===== src/rtl/rxto_pkg.sv =====
package rxto_pkg;
  typedef enum logic [1:0] {
    ST_WAIT    = 2'd0,
    ST_RUN     = 2'd1,
    ST_EXPIRED = 2'd2
  } rxto_state_e;
endpackage


===== src/rtl/rxto_counter.sv =====
module rxto_counter #(
  parameter int CNT_W = 10
) (
  input  logic             clk_i,
  input  logic             rst_ni,
  input  logic             clr_i,
  input  logic             load_i,
  input  logic [CNT_W-1:0] load_val_i,
  input  logic             step_i,
  output logic             last_o
);
  logic [CNT_W-1:0] cnt_q;

  always_ff @(posedge clk_i or negedge rst_ni) begin
    if (!rst_ni)                        cnt_q <= '0;
    else if (clr_i)                     cnt_q <= '0;
    else if (load_i)                    cnt_q <= load_val_i;
    else if (step_i && cnt_q != '0)     cnt_q <= cnt_q - 1'b1;
  end

  // final step of the window
  assign last_o = step_i && (cnt_q == CNT_W'(1));

  assert_dec_R4: assert property (@(posedge clk_i) disable iff (!rst_ni)
    (step_i && !load_i && !clr_i && cnt_q > CNT_W'(1)) |=> (cnt_q == $past(cnt_q) - 1'b1));

  assert_reload_R5: assert property (@(posedge clk_i) disable iff (!rst_ni)
    (load_i && !clr_i) |=> (cnt_q == $past(load_val_i)));
endmodule


===== src/rtl/rxto_ctrl.sv =====
module rxto_ctrl
  import rxto_pkg::*;
#(
  parameter int LIMIT_W = 8
) (
  input  logic               clk_i,
  input  logic               rst_ni,
  input  logic [LIMIT_W-1:0] limit_i,
  input  logic               bit_tick_i,
  input  logic               char_done_i,
  input  logic               char_start_i,
  input  logic               restart_i,
  input  logic               last_i,
  output logic               clr_o,
  output logic               load_o,
  output logic               step_o,
  output logic               flag_o
);
  rxto_state_e state_q, state_d;
  logic        flag_q;
  logic        limit_nz, armed, expire;

  assign limit_nz = (limit_i != '0);
  assign armed    = (state_q == ST_RUN);

  assign step_o = armed && bit_tick_i && !char_done_i && !restart_i;
  assign load_o = !restart_i && limit_nz &&
                  (((state_q == ST_WAIT) && char_start_i) || (armed && char_done_i));
  assign clr_o  = restart_i || (armed && char_done_i && !limit_nz);
  assign expire = armed && last_i && !restart_i;

  always_comb begin
    state_d = state_q;
    if (restart_i) state_d = ST_WAIT;
    else begin
      unique case (state_q)
        ST_WAIT:    if (load_o) state_d = ST_RUN;
        ST_RUN: begin
          if (char_done_i && !limit_nz) state_d = ST_WAIT;
          else if (expire)              state_d = ST_EXPIRED;
        end
        ST_EXPIRED: state_d = ST_EXPIRED;
        default:    state_d = ST_WAIT;
      endcase
    end
  end

  always_ff @(posedge clk_i or negedge rst_ni) begin
    if (!rst_ni) begin
      state_q <= ST_WAIT;
      flag_q  <= 1'b0;
    end else begin
      state_q <= state_d;
      if (restart_i)   flag_q <= 1'b0;
      else if (expire) flag_q <= 1'b1;
    end
  end

  assign flag_o = flag_q;

  assert_zero_off_R3: assert property (@(posedge clk_i) disable iff (!rst_ni)
    ((state_q == ST_WAIT) && limit_i == '0 && !restart_i) |=> (state_q == ST_WAIT));

  assert_rise_tick_R4: assert property (@(posedge clk_i) disable iff (!rst_ni)
    $rose(flag_q) |-> $past(armed && bit_tick_i));

  assert_sticky_R7: assert property (@(posedge clk_i) disable iff (!rst_ni)
    (flag_q && !restart_i) |=> flag_q);

  assert_restart_R8: assert property (@(posedge clk_i) disable iff (!rst_ni)
    restart_i |=> (!flag_q && state_q == ST_WAIT));

  assert_dormant_R2: assert property (@(posedge clk_i) disable iff (!rst_ni)
    ((state_q == ST_WAIT) && !char_start_i) |=> (state_q == ST_WAIT));
endmodule


===== src/rtl/rx_idle_timeout.sv =====
module rx_idle_timeout #(
  parameter int LIMIT_W    = 8,
  parameter int SCALE_LOG2 = 2
) (
  input  logic               clk_i,
  input  logic               rst_ni,
  input  logic [LIMIT_W-1:0] limit_i,
  input  logic               bit_tick_i,
  input  logic               char_done_i,
  input  logic               char_start_i,
  input  logic               restart_i,
  output logic               timeout_o
);
  localparam int CNT_W = LIMIT_W + SCALE_LOG2;

  logic [CNT_W-1:0] load_val;
  logic clr, load, step, last;

  generate
    if (SCALE_LOG2 == 0) begin : g_noscale
      assign load_val = limit_i;
    end else begin : g_scale
      assign load_val = {limit_i, {SCALE_LOG2{1'b0}}};
    end
  endgenerate

  rxto_ctrl #(.LIMIT_W(LIMIT_W)) u_ctrl (
    .clk_i        (clk_i),
    .rst_ni       (rst_ni),
    .limit_i      (limit_i),
    .bit_tick_i   (bit_tick_i),
    .char_done_i  (char_done_i),
    .char_start_i (char_start_i),
    .restart_i    (restart_i),
    .last_i       (last),
    .clr_o        (clr),
    .load_o       (load),
    .step_o       (step),
    .flag_o       (timeout_o)
  );

  rxto_counter #(.CNT_W(CNT_W)) u_cnt (
    .clk_i      (clk_i),
    .rst_ni     (rst_ni),
    .clr_i      (clr),
    .load_i     (load),
    .load_val_i (load_val),
    .step_i     (step),
    .last_o     (last)
  );
endmodule


===== config.mk =====
export PLATFORM = sky130hd
export DESIGN_NAME = rx_idle_timeout
export DESIGN_NICKNAME = d
export VERILOG_FILES = /design/src/rtl/rxto_pkg.sv /design/src/rtl/rxto_counter.sv /design/src/rtl/rxto_ctrl.sv /design/src/rtl/rx_idle_timeout.sv
export SDC_FILE = /design/constraint.sdc
export NUM_CORES = 1
export LEC_CHECK = 0
export BUFFER_PORTS_ARGS = -buffer_cell sky130_fd_sc_hd__buf_2
export CAP_MARGIN = 0
export CORE_MARGIN = 2
export CORE_UTILIZATION = 43
export DETAILED_ROUTE_END_ITERATION = 10
export GPL_TIMING_DRIVEN = 0
export SKIP_CTS_REPAIR_TIMING = 1
export SYNTH_ARGS = -nofsm -noshare
export SYNTH_HDL_FRONTEND = slang
export SYNTH_SLANG_ARGS = --single-unit

===== constraint.sdc =====
create_clock -name clk_i -period 3.94 [get_ports clk_i]
set_input_delay 0.788 -clock clk_i [delete_from_list [all_inputs] [get_ports clk_i]]
set_output_delay 0.788 -clock clk_i [all_outputs]
set_load 0.005 [all_outputs]

==> results.sh, run 1 <==
export IMPL_wl_per_cell_microns=14.6
export IMPL_ys_types=42
export IMPL_path_cells="inv_1 -> ha_1 -> or3b_1 -> nor3_1 -> mux2_2 -> a22oi_1 -> o21ai_1"
export IMPL_vdd_ir_drop_max_mv=0.222
export IMPL_startpoint_type="flip-flop"
export IMPL_grt_pass1_vias=833
export IMPL_tns_ns=0
export IMPL_wl_mm=2.11
export IMPL_stdcell_area_sq_um=1050
export IMPL_skew_ns=0.00335
export IMPL_power_density_nw_per_um2=328
export IMPL_core_area_sq_um=2000
export IMPL_hold_ws_ns=0.386
export IMPL_yosys_register_bits=13
export IMPL_final_util_pct=52.6
export IMPL_syn_avg_cell_area_sq_um=9.27
export IMPL_die_area_sq_um=2540
export IMPL_ys_seq_area_share_pct=35.1
export IMPL_crit_buf_inv=1
export IMPL_grt_max_degree=14
export IMPL_grt_pass1_wl_mm=3.62
export IMPL_final_max_slew_viol_count=0
export IMPL_cpMaxStageDelayCell="dfrtp_1"
export IMPL_cp_num_cells=7
export IMPL_syn_inst=100
export IMPL_dp_hpwl_mm=1.63
export IMPL_htreeDepth=1
export IMPL_reg2reg_depth=7
export IMPL_timing_final_crit_share_pct=51.8
export IMPL_slew_limit_headroom_pct=56.4
export IMPL_clk_pin_slew_ns=0.09
export IMPL_critPathArrivalTime_ns=2.19
export IMPL_ys_warnings_count=0
export IMPL_core_rowCount=16
export IMPL_root_buffer="clkbuf_4"
export IMPL_max_stage_delay_ns=0.46
export IMPL_cts_buffers=3
export IMPL_min_path_type="primary input to asynchronous set/reset pin"
export IMPL_setup_viol=0
export IMPL_die_h_microns=50.4
export IMPL_tritoncts="yes"
export IMPL_mostFrequentLayoutCells="14 x buf_2, 13 x dfrtp_1, 12 x nand2_1"
export IMPL_max_freq_ghz=0.490
export IMPL_vias=852
export IMPL_placed_area_sq_um=1030
export IMPL_rsz0062_at_grt="false"
export IMPL_worstSetupEndpointType="flip-flop"
export IMPL_grt_ovfl_total=0
export IMPL_timing_critical_path_max_delay_family="simple AND/OR/NAND/NOR gates"
export IMPL_port_buffers=13
export IMPL_fillers=197
export IMPL_drtPass1Iterations=4
export IMPL_tightest_slew_ns=0.654
export IMPL_layout_commonest_cell="buf_2"
export IMPL_gp_congestion=0.853
export IMPL_antenna_found_initial=0
export IMPL_cap_violations=0
export IMPL_p_leak_nw=0.423
export IMPL_critPathMaxFanout=7
export IMPL_cts_max_path_buffers=2
export IMPL_path_class="flip-flop to flip-flop"
export IMPL_syn_nets=116
export IMPL_synthesis_area_sq_um=927
export IMPL_initial_utilization_pct=46.3
export IMPL_status="complete, no violations"
export IMPL_drcViolationCount=0
export IMPL_final_layout_size_suffix_gt1_share_pct=23.9
export IMPL_worstSkewPairLatency_ns=0.28
export IMPL_final_nets=134
export IMPL_clock_sinks=13
export IMPL_crit_required_ns=4.09
export IMPL_finalHoldViolations=0
export IMPL_vias_per_cell=5.92
export IMPL_track_usage_pct=19.0
export IMPL_period_minus_slack_ns=2.04
export IMPL_ios=15
export IMPL_antenna_left=0
export IMPL_n_antenna_cell=0
export IMPL_die_w_microns=50.4
export IMPL_dr_first_iter_drc_count=12
export IMPL_syn_to_final_growth_pct=13.5
-- worst register-to-register path, stage by stage (launching register included) --
cell	delay (ns)
dfrtp_1	0.46
inv_1	0.09
ha_1	0.20
or3b_1	0.43
nor3_1	0.17
mux2_2	0.35
a22oi_1	0.14
o21ai_1	0.07
-- synth_stat cells (all sizes together) --
library cell | count | area [sq um]
nand3b | 1 | 7.51
o311ai | 1 | 8.76
a32oi | 1 | 8.76
buf | 1 | 5.00
nor4 | 4 | 70.1
a22oi | 2 | 15.0
inv | 3 | 11.3
a41oi | 1 | 8.76
xor2 | 1 | 8.76
mux2 | 1 | 11.3
a221oi | 1 | 15.0
and2b | 1 | 7.51
a21oi | 6 | 45.1
a2111oi | 1 | 27.5
nor2b | 1 | 6.26
nand4 | 1 | 6.26
o41ai | 1 | 8.76
nand2b | 1 | 6.26
and3 | 1 | 6.26
and2 | 1 | 6.26
nor3 | 4 | 20.0
nor3b | 2 | 20.0
ha | 2 | 25.0
a41o | 1 | 10.0
or3b | 1 | 8.76
nand2 | 12 | 45.0
clkbuf | 1 | 5.00
nor2 | 10 | 37.5
mux2i | 1 | 10.0
a31oi | 3 | 18.8
or4 | 1 | 7.51
o21ai | 8 | 40.0
nand3 | 7 | 40.0
dfrtp | 13 | 325
o31a | 1 | 8.76
o211ai | 2 | 15.0
-- per-layer routing --
| layer | share of wire, % | routed length (microns) | vias to the layer above | GRT usage [%] |
|---|---|---|---|---|
| met2 | 47 | 994 | 15 | 32.0 |
| met1 | 48 | 1020 | 411 | 23.7 |
| met4 | 1.8 | 37 | 0 | 9.01 |
| met3 | 2.6 | 54 | 5 | 2.98 |
| met5 | 0 | 0 | - | 0 |
| li1 | - | - | 421 | - |
-- cell families (layout without fill, tap and decap cells) --
kind of cell | count (synthesis) | count (layout) | share of synthesized area [%]
buffers and inverters | 5 | 22 | 2.29
muxes | 2 | 2 | 2.29
xor gates and xnor gates | 1 | 1 | 0.945
AOI/OAI and AO/OA | 29 | 29 | 24.8
DFF | 13 | 13 | 35.1
and+or+nand+nor | 48 | 48 | 31.9
adders and majority gates | 2 | 2 | 2.70
-- area by class of cell --
class | count | area [sq um] | area share, %
well taps | 27 | 33.8 | 3.21
plain buffers | 2 | 10.0 | 0.951
inverters | 3 | 11.3 | 1.07
multi-input cells | 82 | 581 | 55.2
repair buffers | 13 | 65.1 | 6.18
flip-flops and latches | 13 | 325 | 30.9
clock buffers | 4 | 26.3 | 2.50
-- final timing paths --
kind | startpoint | to | slack (ns)
max | u_cnt.cnt_q[0]$_DFFE_PN0P_ | u_cnt.cnt_q[6]$_DFFE_PN0P_ | 1.90
min | rst_ni | u_cnt.cnt_q[4]$_DFFE_PN0P_ | 0.39
max reg2reg | u_cnt.cnt_q[0]$_DFFE_PN0P_ | u_cnt.cnt_q[6]$_DFFE_PN0P_ | 1.90
min reg2reg | u_ctrl.flag_o$_DFFE_PN0P_ | u_ctrl.flag_o$_DFFE_PN0P_ | 0.53
max in group asynchronous | rst_ni | u_cnt.cnt_q[1]$_DFFE_PN0P_ | 3.31
min in group clk_i | u_ctrl.flag_o$_DFFE_PN0P_ | u_ctrl.flag_o$_DFFE_PN0P_ | 0.53
-- state kept, by name, summed over array words and instances (netlist names) --
signal and count:
u_ctrl.state_q 2, u_cnt.cnt_q 10, u_ctrl.flag_o 1
-- where the power goes --
group          total (mW)  internal, mW  switching [mW]
clock              0.0875        0.0393          0.0481
sequential          0.165         0.145          0.0198
combinational      0.0935        0.0405          0.0530
-- per-stage QoR --
step                      power (mW)  worst slack (ns)  instances
after floorplan                0.231              2.03        100
after global placement         0.258              1.72        140
after detailed placement       0.261              1.73        140
after CTS                      0.348              1.89        144
after global routing           0.367              1.78        144
final                          0.346              1.90        144
Power figures use the tool's default switching activity.
==> run 2: changes to the inputs <==
==> constraint.sdc (replaced) <==
create_clock -name clk_i -period 1.9 [get_ports clk_i]
set_input_delay 0.38 -clock clk_i [delete_from_list [all_inputs] [get_ports clk_i]]
set_output_delay 0.38 -clock clk_i [all_outputs]
set_load 0.005 [all_outputs]
==> results.sh, run 2 (synthesis gave the netlist of run 1 again) <==
export IMPL_drcViolationCount=0
export IMPL_top_register="u_cnt.cnt_q"
export IMPL_period_minus_slack_ns=1.86
export IMPL_final_layout_size_suffix_gt1_share_pct=34.1
export IMPL_vdd_ir_drop_max_mv=0.475
export IMPL_largest_reg_flops=10
export IMPL_grt_ovfl_total=0
export IMPL_cap_violations=0
export IMPL_max_stage_delay_ns=0.41
export IMPL_worstSetupEndpointType="flip-flop"
export IMPL_setup_viol=0
export IMPL_wl_mm=2.26
export IMPL_wl_per_cell_microns=14.8
export IMPL_n_antenna_cell=0
export IMPL_critPathMaxFanout=3
export IMPL_max_freq_ghz=0.538
export IMPL_worstSkewPairLatency_ns=0.29
export IMPL_root_buffer="clkbuf_4"
export IMPL_worst_slack_ns=0.0407
export IMPL_status="complete, no violations"
export IMPL_gp_congestion=0.853
export IMPL_slew_limit_headroom_pct=55.7
export IMPL_vias_per_cell=5.83
export IMPL_power_mw=0.767
export IMPL_track_usage_pct=19.0
export IMPL_cpMaxStageDelayCell="dfrtp_1"
export IMPL_vias=892
export IMPL_antenna_left=0
export IMPL_die_w_microns=50.4
export IMPL_dp_slack_ns=-0.133
export IMPL_finalHoldViolations=0
export IMPL_grt_pass1_vias=833
export IMPL_use_met3_pct=2.98
export IMPL_clock_sinks=13
export IMPL_min_path_type="primary input to flip-flop"
export IMPL_tightest_slew_ns=0.665
export IMPL_die_h_microns=50.4
export IMPL_hold_ws_ns=0.350
export IMPL_clk_pin_slew_ns=0.08
export IMPL_grt_util_met1_pct=23.7
export IMPL_skew_ns=0.00213
export IMPL_initial_utilization_pct=46.3
export IMPL_cts_max_path_buffers=2
export IMPL_critPathArrivalTime_ns=2.02
export IMPL_ios=15
export IMPL_final_nets=143
export IMPL_p_leak_nw=0.471
export IMPL_drtPass1Iterations=4
export IMPL_dr_first_iter_drc_count=14
export IMPL_timing_final_crit_share_pct=97.9
export IMPL_cts_buffers=3
export IMPL_core_area_sq_um=2000
export IMPL_timing_critical_path_max_delay_family="simple AND/OR/NAND/NOR gates"
export IMPL_antenna_found_initial=0
export IMPL_path_cells="inv_2 -> ha_4 -> or3b_4 -> nor3_4 -> mux2_4 -> a22oi_2 -> o21ai_1"
export IMPL_startpoint_type="flip-flop"
export IMPL_final_max_slew_viol_count=0
export IMPL_grt_max_degree=14
export IMPL_layout_commonest_cell="buf_2"
export IMPL_syn_to_final_growth_pct=25.0
export IMPL_crit_required_ns=2.06
export IMPL_tritoncts="yes"
export IMPL_htreeDepth=1
export IMPL_power_density_nw_per_um2=662
export IMPL_core_rowCount=16
export IMPL_grt_use_met2_pct=32.0
export IMPL_grt_most_used_layer="met2"
export IMPL_port_buffers=13
export IMPL_dp_hpwl_mm=1.63
export IMPL_path_class="flip-flop to flip-flop"
export IMPL_crit_buf_inv=1
export IMPL_rsz0062_at_grt="true"
export IMPL_mostFrequentLayoutCells="14 x buf_2, 12 x nand2_1, 12 x dfrtp_1"
export IMPL_grt_pass1_wl_mm=3.62
export IMPL_die_area_sq_um=2540
==> run 2: changes by cell type in the layout (fill, tap and decap cells not counted), sizes merged <==
cell / previous run / this run
dlygate4sd3: 0 / 1
buf: 14 / 22
==> run 2: layout make-up <==
| class | instances | area (sq um) |
|---|---|---|
| fill | 188 | 843 |
| multi-input combinational | 82 | 616 |
| sequential | 13 | 327 |
| timing repair buffer | 22 | 135 |
| tap | 27 | 33.8 |
| clock buffer | 4 | 26.3 |
| inverter | 3 | 11.3 |
| buffer | 2 | 10.0 |
==> run 2: path summary, 6_finish.rpt <==
kind | from | endpoint | slack, ns | cells past startpoint
worst min register to register | u_ctrl.flag_o$_DFFE_PN0P_ | u_ctrl.flag_o$_DFFE_PN0P_ | 0.53 | 2
worst max-delay path | u_cnt.cnt_q[1]$_DFFE_PN0P_ | u_cnt.cnt_q[6]$_DFFE_PN0P_ | 0.04 | 7
min in group asynchronous | rst_ni | u_cnt.cnt_q[4]$_DFFE_PN0P_ | 0.50 | 2
max in group asynchronous | rst_ni | u_cnt.cnt_q[0]$_DFFE_PN0P_ | 1.14 | 2
worst min-delay path | limit_i[5] | u_cnt.cnt_q[7]$_DFFE_PN0P_ | 0.35 | 3
worst max register to register | u_cnt.cnt_q[1]$_DFFE_PN0P_ | u_cnt.cnt_q[6]$_DFFE_PN0P_ | 0.04 | 7
==> run 2: metrics by stage <==
stage	cell area, sq um	TNS, ns	cells	utilization, %
2_1_floorplan	927	0	100	-
3_3_place_gp	1030	-0.132	140	51.2
3_5_place_dp	1030	-0.133	140	51.2
4_1_cts	1050	-0.148	144	52.6
5_1_grt	1160	-0.0406	153	57.9
6_report	1160	0	153	57.9
==> run 2: routing by layer <==
layer / vias up / wire length, microns
li1: 437 / -
met1: 432 / 1040
met2: 18 / 1100
met3: 5 / 90
met4: 0 / 36
met5: - / 0
==> run 2: tightest hold or removal path, delay by kind of cell <==
kind | cells | cell delay (ns)
buffers and inverters | 1 | 0.11
AND/OR/NAND/NOR | 2 | 0.12
==> run 2: report_power, final <==
group | leakage (nW) | internal, mW | switching, mW
logic | 0.287 | 0.114 | 0.122
registers | 0.170 | 0.300 | 0.0442
clock network | 0.0150 | 0.0819 | 0.105
==> run 3: changes to the inputs <==
--- a/config.mk
+++ b/config.mk
@@ -5,12 +5,14 @@
 export SDC_FILE = /design/constraint.sdc
 export NUM_CORES = 1
 export LEC_CHECK = 0
+export ABC_AREA = 1
 export BUFFER_PORTS_ARGS = -buffer_cell sky130_fd_sc_hd__buf_2
 export CAP_MARGIN = 0
 export CORE_MARGIN = 2
 export CORE_UTILIZATION = 43
 export DETAILED_ROUTE_END_ITERATION = 10
 export GPL_TIMING_DRIVEN = 0
+export RECOVER_POWER = 50
 export SKIP_CTS_REPAIR_TIMING = 1
 export SYNTH_ARGS = -nofsm -noshare
 export SYNTH_HDL_FRONTEND = slang
==> results.sh, run 3 <==
export IMPL_drcViolationCount=0
export IMPL_grt_pass1_vias=1044
export IMPL_final_layout_size_suffix_gt1_share_pct=21.2
export IMPL_yosysMostFrequentCell="nand2_1"
export IMPL_finalHoldViolations=0
export IMPL_p_leak_nw=0.677
export IMPL_yosys_area_top_type="dfrtp_1"
export IMPL_critPathMaxFanout=10
export IMPL_die_h_microns=54.4
export IMPL_max_freq_ghz=0.619
export IMPL_power_density_nw_per_um2=1350
export IMPL_cap_violations=0
export IMPL_netlist_area_leader_share_pct=29.7
export IMPL_slew_limit_headroom_pct=47.5
export IMPL_syn_nets=181
export IMPL_max_stage_delay_ns=0.41
export IMPL_vias_per_cell=5.14
export IMPL_ys_warnings_count=0
export IMPL_layout_commonest_cell="nand2_1"
export IMPL_ios=15
export IMPL_wl_mm=2.59
export IMPL_stdcell_area_sq_um=1240
export IMPL_crit_top_cell="nand2_2"
export IMPL_wl_per_cell_microns=12.1
export IMPL_synth_ff_type="dfrtp_1"
export IMPL_crit_buf_inv=2
export IMPL_vias=1101
export IMPL_syn_to_final_growth_pct=13.0
export IMPL_fillers=245
export IMPL_timing_final_crit_share_pct=85.1
export IMPL_tritoncts="yes"
export IMPL_drtPass1Iterations=4
export IMPL_critPathArrivalTime_ns=1.83
export IMPL_syn_inst=165
export IMPL_setup_viol=0
export IMPL_synthArstFlopShare_pct=100
export IMPL_final_util_pct=50.8
export IMPL_final_max_slew_viol_count=0
export IMPL_cts_max_path_buffers=2
export IMPL_period_minus_slack_ns=1.62
export IMPL_top_register="u_cnt.cnt_q"
export IMPL_grt_pass1_wl_mm=4.49
export IMPL_fin_cells=214
export IMPL_vdd_ir_drop_max_mv=0.628
export IMPL_mostFrequentLayoutCells="51 x nand2_1, 20 x inv_1, 19 x nand4_1"
export IMPL_synth_area_leaders="dfrtp_1 30%, nand2_1 18%, nand4_1 11%"
export IMPL_ys_types=23
export IMPL_tns_ns=0
export IMPL_die_w_microns=54.4
export IMPL_clock_sinks=13
export IMPL_core_rowCount=18
export IMPL_track_usage_pct=21.3
export IMPL_dp_hpwl_mm=1.98
export IMPL_crit_required_ns=2.11
export IMPL_status="complete, no violations"
export IMPL_ys_seq_area_share_pct=29.7
export IMPL_cts_buffers=3
export IMPL_n_antenna_cell=0
export IMPL_largest_reg_flops=10
export IMPL_synth_edf_count=0
export IMPL_worstSetupEndpointType="flip-flop"
export IMPL_clk_pin_slew_ns=0.08
export IMPL_antenna_found_initial=0
export IMPL_cpMaxStageDelayCell="dfrtp_1"
export IMPL_grt_max_degree=14
export IMPL_grt_ovfl_total=0
export IMPL_gp_congestion=0.811
export IMPL_synthesis_area_sq_um=1090
export IMPL_rsz0062_at_grt="false"
export IMPL_timing_critical_path_max_delay_family="simple AND/OR/NAND/NOR gates"
export IMPL_antenna_left=0
export IMPL_htreeDepth=1
export IMPL_core_area_sq_um=2430
export IMPL_placed_area_sq_um=1200
export IMPL_min_path_type="primary input to flip-flop"
export IMPL_yosys_register_bits=13
export IMPL_dp_cells=209
export IMPL_tightest_slew_ns=0.788
export IMPL_ys_top_cells_by_count="51 x nand2_1, 20 x inv_1, 19 x nand4_1"
export IMPL_path_class="flip-flop to flip-flop"
export IMPL_root_buffer="clkbuf_4"
export IMPL_worstSkewPairLatency_ns=0.28
export IMPL_initial_utilization_pct=45.0
export IMPL_port_buffers=14
export IMPL_startpoint_type="flip-flop"
export IMPL_path_cells="inv_1 -> ha_1 -> nand2_2 -> nor2_4 -> nand2_2 -> nand2_4 -> buf_6 -> nand4_1 -> nand2_1"
export IMPL_skew_ns=0.00753
export IMPL_die_area_sq_um=2960
export IMPL_dr_first_iter_drc_count=11
export IMPL_final_nets=201
export IMPL_syn_avg_cell_area_sq_um=6.63
run 3: changes by cell type in the layout (fill, tap and decap cells not counted), sizes merged, moves of 4 or more:
cell / delta
inv: +21
nand2: +47
nand4: +18
nor4: -4
o21ai: -5
nor2: +8
a21oi: -5
nand3: +8
buf: -5
run 3: path summary, 6_finish.rpt:
kind / start / slack (ns) / endpoint / cells past startpoint
max: u_cnt.cnt_q[0]$_DFFE_PN0P_ / 0.28 / u_cnt.cnt_q[2]$_DFFE_PN0P_ / 9
min reg2reg: u_ctrl.flag_o$_DFFE_PN0P_ / 0.49 / u_ctrl.flag_o$_DFFE_PN0P_ / 2
min: restart_i / 0.42 / u_ctrl.state_q[0]$_DFFE_PN0P_ / 4
max in group asynchronous: rst_ni / 0.72 / u_cnt.cnt_q[0]$_DFFE_PN0P_ / 2
max reg2reg: u_cnt.cnt_q[0]$_DFFE_PN0P_ / 0.28 / u_cnt.cnt_q[2]$_DFFE_PN0P_ / 9
min in group asynchronous: rst_ni / 0.69 / u_cnt.cnt_q[8]$_DFFE_PN0P_ / 2
run 3: cells by family after synthesis:
family	synth area share, %
fa+ha+maj	2.29
simple gates	51.8
buf+inv	11.6
compound gates	2.17
flops	29.7
xor+xnor	2.40
run 3: layout make-up:
class                      instances  area, sq um  share of cell area [%]
buffer                             5         36.3                    2.94
clock buffer                       4         26.3                    2.13
inverter                          24         90.1                    7.29
multi-input combinational        123          642                    51.9
sequential                        13          325                    26.3
tap                               30         37.5                    3.04
timing repair buffer              15         78.8                    6.38
run 3: through the flow:
stage | worst slack, ns | total power [mW] | hold slack (ns)
final | 0.284 | 1.67 | 0.421
after global routing | 0.150 | 1.85 | 0.428
after CTS | 0.278 | 1.67 | -0.00952
after floorplan | 0.505 | 1.29 | 0.0844
after detailed placement | 0.298 | 1.49 | 0.299
after global placement | 0.313 | 1.46 | 0.295
run 3: routing by layer:
layer	wire [microns]	vias up	GRT usage, %
met1	1270	504	27.4
met2	1210	24	36.1
li1	-	571	-
met5	0	-	0
met3	82	2	1.37
met4	27	0	10.0
run 3: worst min-delay path: stages:
cell	delay, ns
buf_2	0.10
nor3_1	0.07
inv_1	0.07
a21oi_2	0.05
run 3: power by group:
part / switching (mW) / total, mW / internal [mW] / leakage (nW)
sequential: 0.122 / 0.496 / 0.374 / 0.172
combinational: 0.617 / 0.997 / 0.380 / 0.490
clock: 0.0985 / 0.180 / 0.0813 / 0.0150
